$ cat src/rtl/revsel_pkg.sv
// Shared types for the revision selector.
// Assumes at most four revisions, addressed by a two-bit number.
package revsel_pkg;
    localparam int REV_W    = 2;
    localparam int NUM_REVS = 1 << REV_W;
    typedef logic [REV_W-1:0] rev_t;
endpackage

$ cat src/rtl/revsel_sync.sv
// Two-stage synchroniser for a multi-bit level that changes slowly.
// Assumes the bits are quasi-static, so skew between them across stages is harmless.
module revsel_sync #(
    parameter int W = 2,
    parameter logic [W-1:0] RST_VAL = '0
) (
    input  logic         clk,
    input  logic         rst_n,
    input  logic [W-1:0] d,
    output logic [W-1:0] q
);
    logic [W-1:0] meta_q;

    // Shift the asynchronous level through two flops.
    always_ff @(posedge clk) begin
        if (!rst_n) begin
            meta_q <= RST_VAL;
            q      <= RST_VAL;
        end else begin
            meta_q <= d;
            q      <= meta_q;
        end
    end
endmodule

$ cat src/rtl/revsel_edge.sv
// Synchronises a single control pin and flags its edges in the clock domain.
// Assumes the pin holds each level for at least two clocks; RST_VAL is its idle level.
module revsel_edge #(
    parameter logic RST_VAL = 1'b1
) (
    input  logic clk,
    input  logic rst_n,
    input  logic pin,
    output logic level,
    output logic rise,
    output logic fall
);
    logic prev_q;

    revsel_sync #(.W(1), .RST_VAL(RST_VAL)) u_sync (
        .clk   (clk),
        .rst_n (rst_n),
        .d     (pin),
        .q     (level)
    );

    // Hold the previous synchronised level for edge comparison.
    always_ff @(posedge clk) begin
        if (!rst_n) prev_q <= RST_VAL;
        else        prev_q <= level;
    end

    // Compare current and previous level.
    always_comb begin
        rise = level & ~prev_q;
        fall = ~level & prev_q;
    end
endmodule

$ cat src/rtl/revsel_table.sv
// Writable table of {start block, block count}, one entry per revision.
// Has one indexed read port and one fixed read of entry 0 for the fallback path.
// A write becomes visible to reads on the clock after the strobe.
module revsel_table
    import revsel_pkg::*;
#(
    parameter int BLK_W = 3,
    parameter int CNT_W = 3
) (
    input  logic             clk,
    input  logic             rst_n,
    input  logic             wr,
    input  rev_t             wr_idx,
    input  logic [BLK_W-1:0] wr_start,
    input  logic [CNT_W-1:0] wr_count,
    input  rev_t             rd_idx,
    output logic [BLK_W-1:0] rd_start,
    output logic [CNT_W-1:0] rd_count,
    output logic [BLK_W-1:0] base_start,
    output logic [CNT_W-1:0] base_count
);
    logic [BLK_W-1:0] start_q [NUM_REVS];
    logic [CNT_W-1:0] count_q [NUM_REVS];

    for (genvar i = 0; i < NUM_REVS; i++) begin : g_entry
        // Each entry resets to one block placed at block index i.
        always_ff @(posedge clk) begin
            if (!rst_n) begin
                start_q[i] <= BLK_W'(i);
                count_q[i] <= CNT_W'(1);
            end else if (wr && (wr_idx == rev_t'(i))) begin
                start_q[i] <= wr_start;
                count_q[i] <= wr_count;
            end
        end
    end

    // Read port for the candidate revision and the fixed fallback entry.
    always_comb begin
        rd_start   = start_q[rd_idx];
        rd_count   = count_q[rd_idx];
        base_start = start_q[0];
        base_count = count_q[0];
    end
endmodule

$ cat src/rtl/revsel_trigger.sv
// Merges the capture events into a single sample strobe and issues the
// configuration-start pulse one clock after a test-port capture.
// Assumes jtag_cfg is synchronous to clk.
module revsel_trigger (
    input  logic clk,
    input  logic rst_n,
    input  logic pwr_up,
    input  logic ce_level,
    input  logic ce_rise,
    input  logic oe_fall,
    input  logic cf_rise,
    input  logic jtag_cfg,
    output logic sample_en,
    output logic cfg_start
);
    logic first_q;
    logic pend_q;
    logic gated;

    // Flag the first clock after reset release.
    always_ff @(posedge clk) begin
        if (!rst_n) first_q <= 1'b1;
        else        first_q <= 1'b0;
    end

    // Pins other than chip enable only count while the chip is enabled (level low).
    always_comb begin
        gated     = ~ce_level & (oe_fall | cf_rise);
        sample_en = rst_n & ((first_q & pwr_up) | ce_rise | gated | jtag_cfg);
    end

    // Two-stage pulse: capture first, then the start pulse.
    always_ff @(posedge clk) begin
        if (!rst_n) begin
            pend_q    <= 1'b0;
            cfg_start <= 1'b0;
        end else begin
            pend_q    <= jtag_cfg;
            cfg_start <= pend_q;
        end
    end
endmodule

$ cat src/rtl/revsel_top.sv
// Top of the revision selector. Picks the revision source, looks the candidate up
// in the table, and registers number, address bounds and invalid flag on a capture.
// Assumes asynchronous pins are held steady for several clocks around each edge.
module revsel_top
    import revsel_pkg::*;
#(
    parameter int BLK_W    = 3,
    parameter int CNT_W    = 3,
    parameter int BLK_BITS = 23,
    localparam int SUM_W   = ((BLK_W > CNT_W) ? BLK_W : CNT_W) + 1,
    localparam int ADDR_W  = SUM_W + BLK_BITS
) (
    input  logic              clk,
    input  logic              rst_n,
    input  logic              pwr_up,
    input  logic              chip_en_n,
    input  logic              oe_rst_n,
    input  logic              cfg_n,
    input  logic [1:0]        ext_rev,
    input  logic [1:0]        int_rev,
    input  logic              use_int,
    input  logic              jtag_cfg,
    input  logic              tbl_wr,
    input  logic [1:0]        tbl_idx,
    input  logic [BLK_W-1:0]  tbl_start,
    input  logic [CNT_W-1:0]  tbl_count,
    output logic [1:0]        rev_num,
    output logic [ADDR_W-1:0] start_addr,
    output logic [ADDR_W-1:0] end_addr,
    output logic              sel_invalid,
    output logic              cfg_start
);
    rev_t             ext_q;
    logic             ce_level, ce_rise, ce_fall;
    logic             oe_level, oe_rise, oe_fall;
    logic             cf_level, cf_rise, cf_fall;
    logic             sample_en;
    rev_t             cand;
    logic [BLK_W-1:0] rd_start, base_start, eff_start;
    logic [CNT_W-1:0] rd_count, base_count, eff_count;
    logic             eff_inv;
    rev_t             eff_rev;
    logic [ADDR_W-1:0] start_d, end_d;

    revsel_sync #(.W(REV_W), .RST_VAL('0)) u_ext_sync (
        .clk (clk), .rst_n (rst_n), .d (ext_rev), .q (ext_q)
    );

    revsel_edge #(.RST_VAL(1'b1)) u_ce_edge (
        .clk (clk), .rst_n (rst_n), .pin (chip_en_n),
        .level (ce_level), .rise (ce_rise), .fall (ce_fall)
    );

    revsel_edge #(.RST_VAL(1'b1)) u_oe_edge (
        .clk (clk), .rst_n (rst_n), .pin (oe_rst_n),
        .level (oe_level), .rise (oe_rise), .fall (oe_fall)
    );

    revsel_edge #(.RST_VAL(1'b1)) u_cf_edge (
        .clk (clk), .rst_n (rst_n), .pin (cfg_n),
        .level (cf_level), .rise (cf_rise), .fall (cf_fall)
    );

    revsel_trigger u_trig (
        .clk       (clk),
        .rst_n     (rst_n),
        .pwr_up    (pwr_up),
        .ce_level  (ce_level),
        .ce_rise   (ce_rise),
        .oe_fall   (oe_fall),
        .cf_rise   (cf_rise),
        .jtag_cfg  (jtag_cfg),
        .sample_en (sample_en),
        .cfg_start (cfg_start)
    );

    revsel_table #(.BLK_W(BLK_W), .CNT_W(CNT_W)) u_tbl (
        .clk        (clk),
        .rst_n      (rst_n),
        .wr         (tbl_wr),
        .wr_idx     (tbl_idx),
        .wr_start   (tbl_start),
        .wr_count   (tbl_count),
        .rd_idx     (cand),
        .rd_start   (rd_start),
        .rd_count   (rd_count),
        .base_start (base_start),
        .base_count (base_count)
    );

    // Choose the revision source.
    always_comb begin
        cand = use_int ? int_rev : ext_q;
    end

    // Apply the zero-count fallback and form the bit-address bounds.
    always_comb begin
        eff_inv   = (rd_count == '0);
        eff_rev   = eff_inv ? rev_t'(0) : cand;
        eff_start = eff_inv ? base_start : rd_start;
        eff_count = eff_inv ? base_count : rd_count;
        start_d   = ADDR_W'(eff_start) << BLK_BITS;
        end_d     = ((ADDR_W'(eff_start) + ADDR_W'(eff_count)) << BLK_BITS) - ADDR_W'(1);
    end

    // Capture the mapped selection only on a sample strobe.
    always_ff @(posedge clk) begin
        if (!rst_n) begin
            rev_num     <= '0;
            start_addr  <= '0;
            end_addr    <= '0;
            sel_invalid <= 1'b0;
        end else if (sample_en) begin
            rev_num     <= eff_rev;
            start_addr  <= start_d;
            end_addr    <= end_d;
            sel_invalid <= eff_inv;
        end
    end
endmodule

$ cat config.mk
export PLATFORM = sky130hd
export DESIGN_NAME = revsel_top
export DESIGN_NICKNAME = d
export VERILOG_FILES = /design/src/rtl/revsel_pkg.sv /design/src/rtl/revsel_sync.sv /design/src/rtl/revsel_edge.sv /design/src/rtl/revsel_table.sv /design/src/rtl/revsel_trigger.sv /design/src/rtl/revsel_top.sv
export SDC_FILE = /design/constraint.sdc
export NUM_CORES = 1
export LEC_CHECK = 0
export CAP_MARGIN = 20
export CELL_PAD_IN_SITES_DETAIL_PLACEMENT = 0
export CELL_PAD_IN_SITES_GLOBAL_PLACEMENT = 1
export CORE_AREA = 2 2 94 78
export CTS_CLUSTER_DIAMETER = 120
export DETAILED_ROUTE_END_ITERATION = 8
export DIE_AREA = 0 0 96 80
export MAX_ROUTING_LAYER = met4
export PLACE_DENSITY_LB_ADDON = 0.05
export SYNTH_ARGS = -nofsm -noshare
export SYNTH_HDL_FRONTEND = slang
export SYNTH_HIERARCHICAL = 1
export SYNTH_SLANG_ARGS = --single-unit
$ cat constraint.sdc
create_clock -name clk -period 5.05 [get_ports clk]
set_clock_uncertainty 0.05 [all_clocks]
set_input_delay 0.505 -clock clk [delete_from_list [all_inputs] [get_ports clk]]
set_output_delay 0.505 -clock clk [all_outputs]
set_load 0.02 [all_outputs]
[Yosys cells after proc, flatten, opt, wreduce, memory -nomap -nowiden]
Memories as Yosys holds them, arrays and structs flattened.
Cells that the tools add are included.
Operators by class
  add/sub/neg operators: 2
  mux-type cells: 25
  equality and inequality tests: 3
  reduce and logical (&&, ||, !) cells: 6
  bitwise logic cells: 22
Operators by type and width (count)
  $mux W3: 10
  $sub A27 B1 Y27 const B: 1
  $mux W1: 13
  $or A1 B1 Y1: 12
  $and A1 B1 Y1: 6
  $add A3 B3 Y4: 1
  $eq A2 B2 Y1 const B: 2
  $logic_and A1 B1 Y1: 4
  $mux W2: 2
  $not A1 Y1: 4
  $logic_not A3 Y1: 1
  $eq A2 B1 Y1 const B: 1
  $logic_not A2 Y1: 1
Storage, ports and cells
  register bits after elaboration: 49
  logic and storage cells: 78
  output and inout bits: 58
  memories: 2
  bits in writable memories: 24
  input port bits: 21
Memory list
  u_tbl.count_q: depth 4, width 3, rd ports 2, clocked after memory_dff 0, wr ports 4, RTL line revsel_table.sv:23  | logic [CNT_W-1:0] count_q [NUM_REVS];
  u_tbl.start_q: depth 4, width 3, rd ports 2, clocked after memory_dff 0, wr ports 4, RTL line revsel_table.sv:22  | logic [BLK_W-1:0] start_q [NUM_REVS];

[Depth between registers and ports, before layout]
  depth after elaboration: 7
  mapped depth: 11
  gate-level depth less buffers: 10

[Cells and area by module]
Netlist, hierarchy kept.
By module, submodules not included
  revsel_table: cells each 66, times used 1, area an instance 1092.3 µm², sequential area each 720.7 µm²
  revsel_top: cells each 114, times used 1, area an instance 1002.2 µm², sequential area each 220.2 µm²
  revsel_sync at u_ce_edge.u_sync ...: cells each 4, times used 3, area an instance 52.6 µm², sequential area each 40.0 µm²
  revsel_edge: cells each 4, times used 3, area an instance 38.8 µm², sequential area each 20.0 µm²
  revsel_sync at u_ext_sync: cells each 8, times used 1, area an instance 105.1 µm², sequential area each 80.1 µm²
  revsel_trigger: cells each 9, times used 1, area an instance 101.3 µm², sequential area each 60.1 µm²

[Worst setup path after synthesis]
No wires, ideal clock.
  path kind: in2reg
  from: input use_int
  to: register end_addr[26]
  library setup time: 0.064 ns
  required time: 4.936 ns
  buffers on the path: 1
  stages: 10
  data arrival time: 3.442 ns
  slack: 1.494 ns
  cells stage by stage: mux2_2 buf_6 mux4_2 nor3_4 mux2_2 ha_1 fa_1 xor2_1 or4_1 nand4_1
On the way
  word-level cells in the longest chain between the ends: 6
  elaborated cells on any way between the ends: 8
  those cells by class: 2 x add/sub; 3 x mux; 1 x reduce/logical; 2 x memory
RTL lines
  start, declared: RTL line revsel_top.sv:21  | input logic use_int,
  $mux W2: RTL line revsel_top.sv:93  | cand = use_int ? int_rev : ext_q;
  $mem_v2 Z4 W3
  named net rd_count[2]: RTL line revsel_top.sv:40  | logic [CNT_W-1:0] rd_count, base_count, eff_count;
  $logic_not A3 Y1: RTL line revsel_top.sv:98  | eff_inv = (rd_count == '0);
  $mux W3: RTL line revsel_top.sv:100  | eff_start = eff_inv ? base_start : rd_start;
  named net eff_start[0]: RTL line revsel_top.sv:39  | logic [BLK_W-1:0] rd_start, base_start, eff_start;
  $add A3 B3 Y4: RTL line revsel_top.sv:103  | end_d = ((ADDR_W'(eff_start) + ADDR_W'(eff_count)) << BLK_BITS) - ADDR_W'(1);
  $sub A27 B1 Y27: RTL line revsel_top.sv:103
  end signal, assigned: RTL line revsel_top.sv:116  | end_addr <= end_d;
  end, declared: RTL line revsel_top.sv:29  | output logic [ADDR_W-1:0] end_addr,
The timed path passes the listed nets, and every way through them passes these cells.
A chain may end at the register's enable or synchronous reset.

[Final worst setup path]
  from: input use_int
  to: register end_addr[26]
On the way
  word-level cells in the longest chain between the ends: 6
  elaborated cells on any way between the ends: 8
  those cells by class: 2 x add/sub; 3 x mux; 1 x reduce/logical; 2 x memory
RTL lines
  $mux W2: RTL line revsel_top.sv:93
  named net cand[0]: RTL line revsel_top.sv:38  | rev_t cand;
  $mem_v2 Z4 W3
  named net rd_count[2]: RTL line revsel_top.sv:40
  $logic_not A3 Y1: RTL line revsel_top.sv:98
  $mux W3: RTL line revsel_top.sv:100
  named net eff_start[0]: RTL line revsel_top.sv:39
  $add A3 B3 Y4: RTL line revsel_top.sv:103
  $sub A27 B1 Y27: RTL line revsel_top.sv:103
The timed path passes the listed nets, and every way through them passes these cells.

==> results.cfg <==
[outcome]
status = finished clean

[global_routing]
grt_usage = 0.121
grt-ovfl-total = 0
grt_pass1_vias = 1355
grt_pass1_wl_mm = 6.73
grt_max_degree = 39
antenna_found_initial = 0

[drt]
vias = 1499
drt-wirelength-per-cell_um = 12.2
drc = 0
dr.pass1.iters = 4
final_antenna_net_count = 0
viasPerCell = 4.37
routed_wl_mm = 4.19
drtIter0Drc = 42

[critical_path]
crit_chain = clkdlybuf4s50_1 > mux2_2 > mux4_2 > nor3_4 > mux2_2 > ha_1 > fa_1 > xor2_1 > or4_1 > nand4_1
crit_path_end_kind = flip-flop
arrival_ns = 4.06
cp_slowest_stage_delay_ns = 0.53
critPathKind = in2reg
cp_common_cell = mux2_2
worstPathRequired_ns = 5.24
cp_max_fo = 7
crit_path_start_kind = primary input
cp_slowest_cell = mux4_2

[power_and_ir_drop]
pwr-share-clk = 0.277
vdd_drop_max_mv = 0.148
combPwrFrac = 0.247
seqPwrFrac = 0.477
power_switching_uw = 267
powerDensity_nw_per_um2 = 329
internal-power_uw = 736
leakage_nw = 1.17
swShare = 0.266

[timing]
tightest_slew_ns = 0.955
clock.fmax_mhz = 258
setup_viol = 0
timing.hold.ws_ns = 0.362
grt_setup_unrepaired = false
setup_tns_ns = 0
min_period_over_period = 0.768
maxSlewViolCount = 0
hold_violations = 0
fin_crit_ns = 3.88
relSlewSlack = 0.357

[clock_tree]
cts.reportedPaths.clkPinSlew_ns = 0.08
cts_setup_buffers = 0
post_cts_resized = 0
postCtsHoldBufs = 0
cts.sink_count = 51
cts_max_level = 2
cts_tree = yes
clock_latency_ns = 0.30
clockBufferDepth = 2
cts_root_buf = clkbuf_8
cts_buffers = 5

[final_layout]
fillCellCount = 643
final_common_cell = clkdlybuf4s50_1
area_growth_pct = 19.4
fin_util = 0.454
drive_gt1_frac = 0.109
final_cell_mix = clkdlybuf4s50_1 (54), dfxtp_1 (27), conb_1 (24), edfxtp_1 (24), and2_1 (23)
fin_nets = 281
antenna_cells = 0

[floorplan]
dieArea_um2 = 7680
dieWidth_um = 96
rows = 27
initial_core_util = 0.380
pin_count = 79
chipHeight_um = 80
coreArea_um2 = 6720

[logic_synthesis]
syn_area_um2 = 2560
syn_inst = 218
syn_avg_cell_area_um2 = 11.7
synth_warnings = 6

[place]
dp_hpwl_mm = 3.09
routabilityCongestion = 0.708
port_buffers = 54

[hold_path]
hold_class = reg2reg

[run]
drv_cap = 0
[metrics by stage]
stage	instances	setup WS (ns)	power, mW	area [µm²]
floorplan	241	1.49	0.676	2640
global placement	335	0.890	0.738	2940
detailed placement	335	0.848	0.738	2940
CTS	343	1.17	1.02	3050
global route	343	1.03	1.07	3050
finish	343	1.17	1.00	3050
[area by class of cell]
class,instances,area [µm²],share of cell area
Sequential cell,51,1260,0.413
Inverter,5,18.8,0.00615
Timing Repair Buffer,56,556,0.182
Clock inverter,1,30.0,0.00984
Tap cell,87,109,0.0357
Multi-Input combinational cell,136,997,0.327
Clock buffer,7,80.1,0.0262
[registers in the layout (all words and copies together), names as in the netlist, 2 cells and up]
signal / cells
u_tbl/count_q: 12
u_tbl/start_q: 12
end_addr: 5
start_addr: 3
rev_num: 2
u_ext_sync/meta_q: 2
u_ext_sync/q: 2
[power by group through the flow]
stage	combinational, mW	sequential, mW	clock (mW)
6_report	0.248	0.478	0.278
5_1_grt	0.273	0.483	0.311
2_1_floorplan	0.177	0.499	0
3_5_place_dp	0.249	0.489	0
4_1_cts	0.250	0.479	0.290
3_3_place_gp	0.250	0.488	0
[worst paths after layout]
path                                                    startpoint                            end  slack, ns  cells after the start
worst max register to register          u_ext_sync/q[0]$_SDFF_PN0_      end_addr[26]$_SDFFE_PN0P_       1.63                      9
worst max-delay path                                       use_int      end_addr[26]$_SDFFE_PN0P_       1.17                     10
worst min-delay path            u_oe_edge/u_sync/meta_q$_SDFF_PN1_  u_oe_edge/u_sync/q$_SDFF_PN1_       0.36                      1
worst min register to register  u_oe_edge/u_sync/meta_q$_SDFF_PN1_  u_oe_edge/u_sync/q$_SDFF_PN1_       0.36                      1
[routing by layer]
| metal | vias up | global-route usage | routed length (µm) |
|---|---|---|---|
| li1 | 757 | - | - |
| met1 | 696 | 0.162 | 2060 |
| met4 | 0 | 0.0471 | 52 |
| met5 | - | - | 0 |
| met2 | 41 | 0.174 | 1880 |
| met3 | 5 | 0.0312 | 198 |
[worst max-delay path: cells and delay by family]
kind | cells | cell delay (ns)
buf+inv | 1 | 0.49
fa+ha+maj | 2 | 0.60
mux | 3 | 1.36
xor+xnor | 1 | 0.21
simple gates | 3 | 0.89
Power figures use the tool's default switching activity.
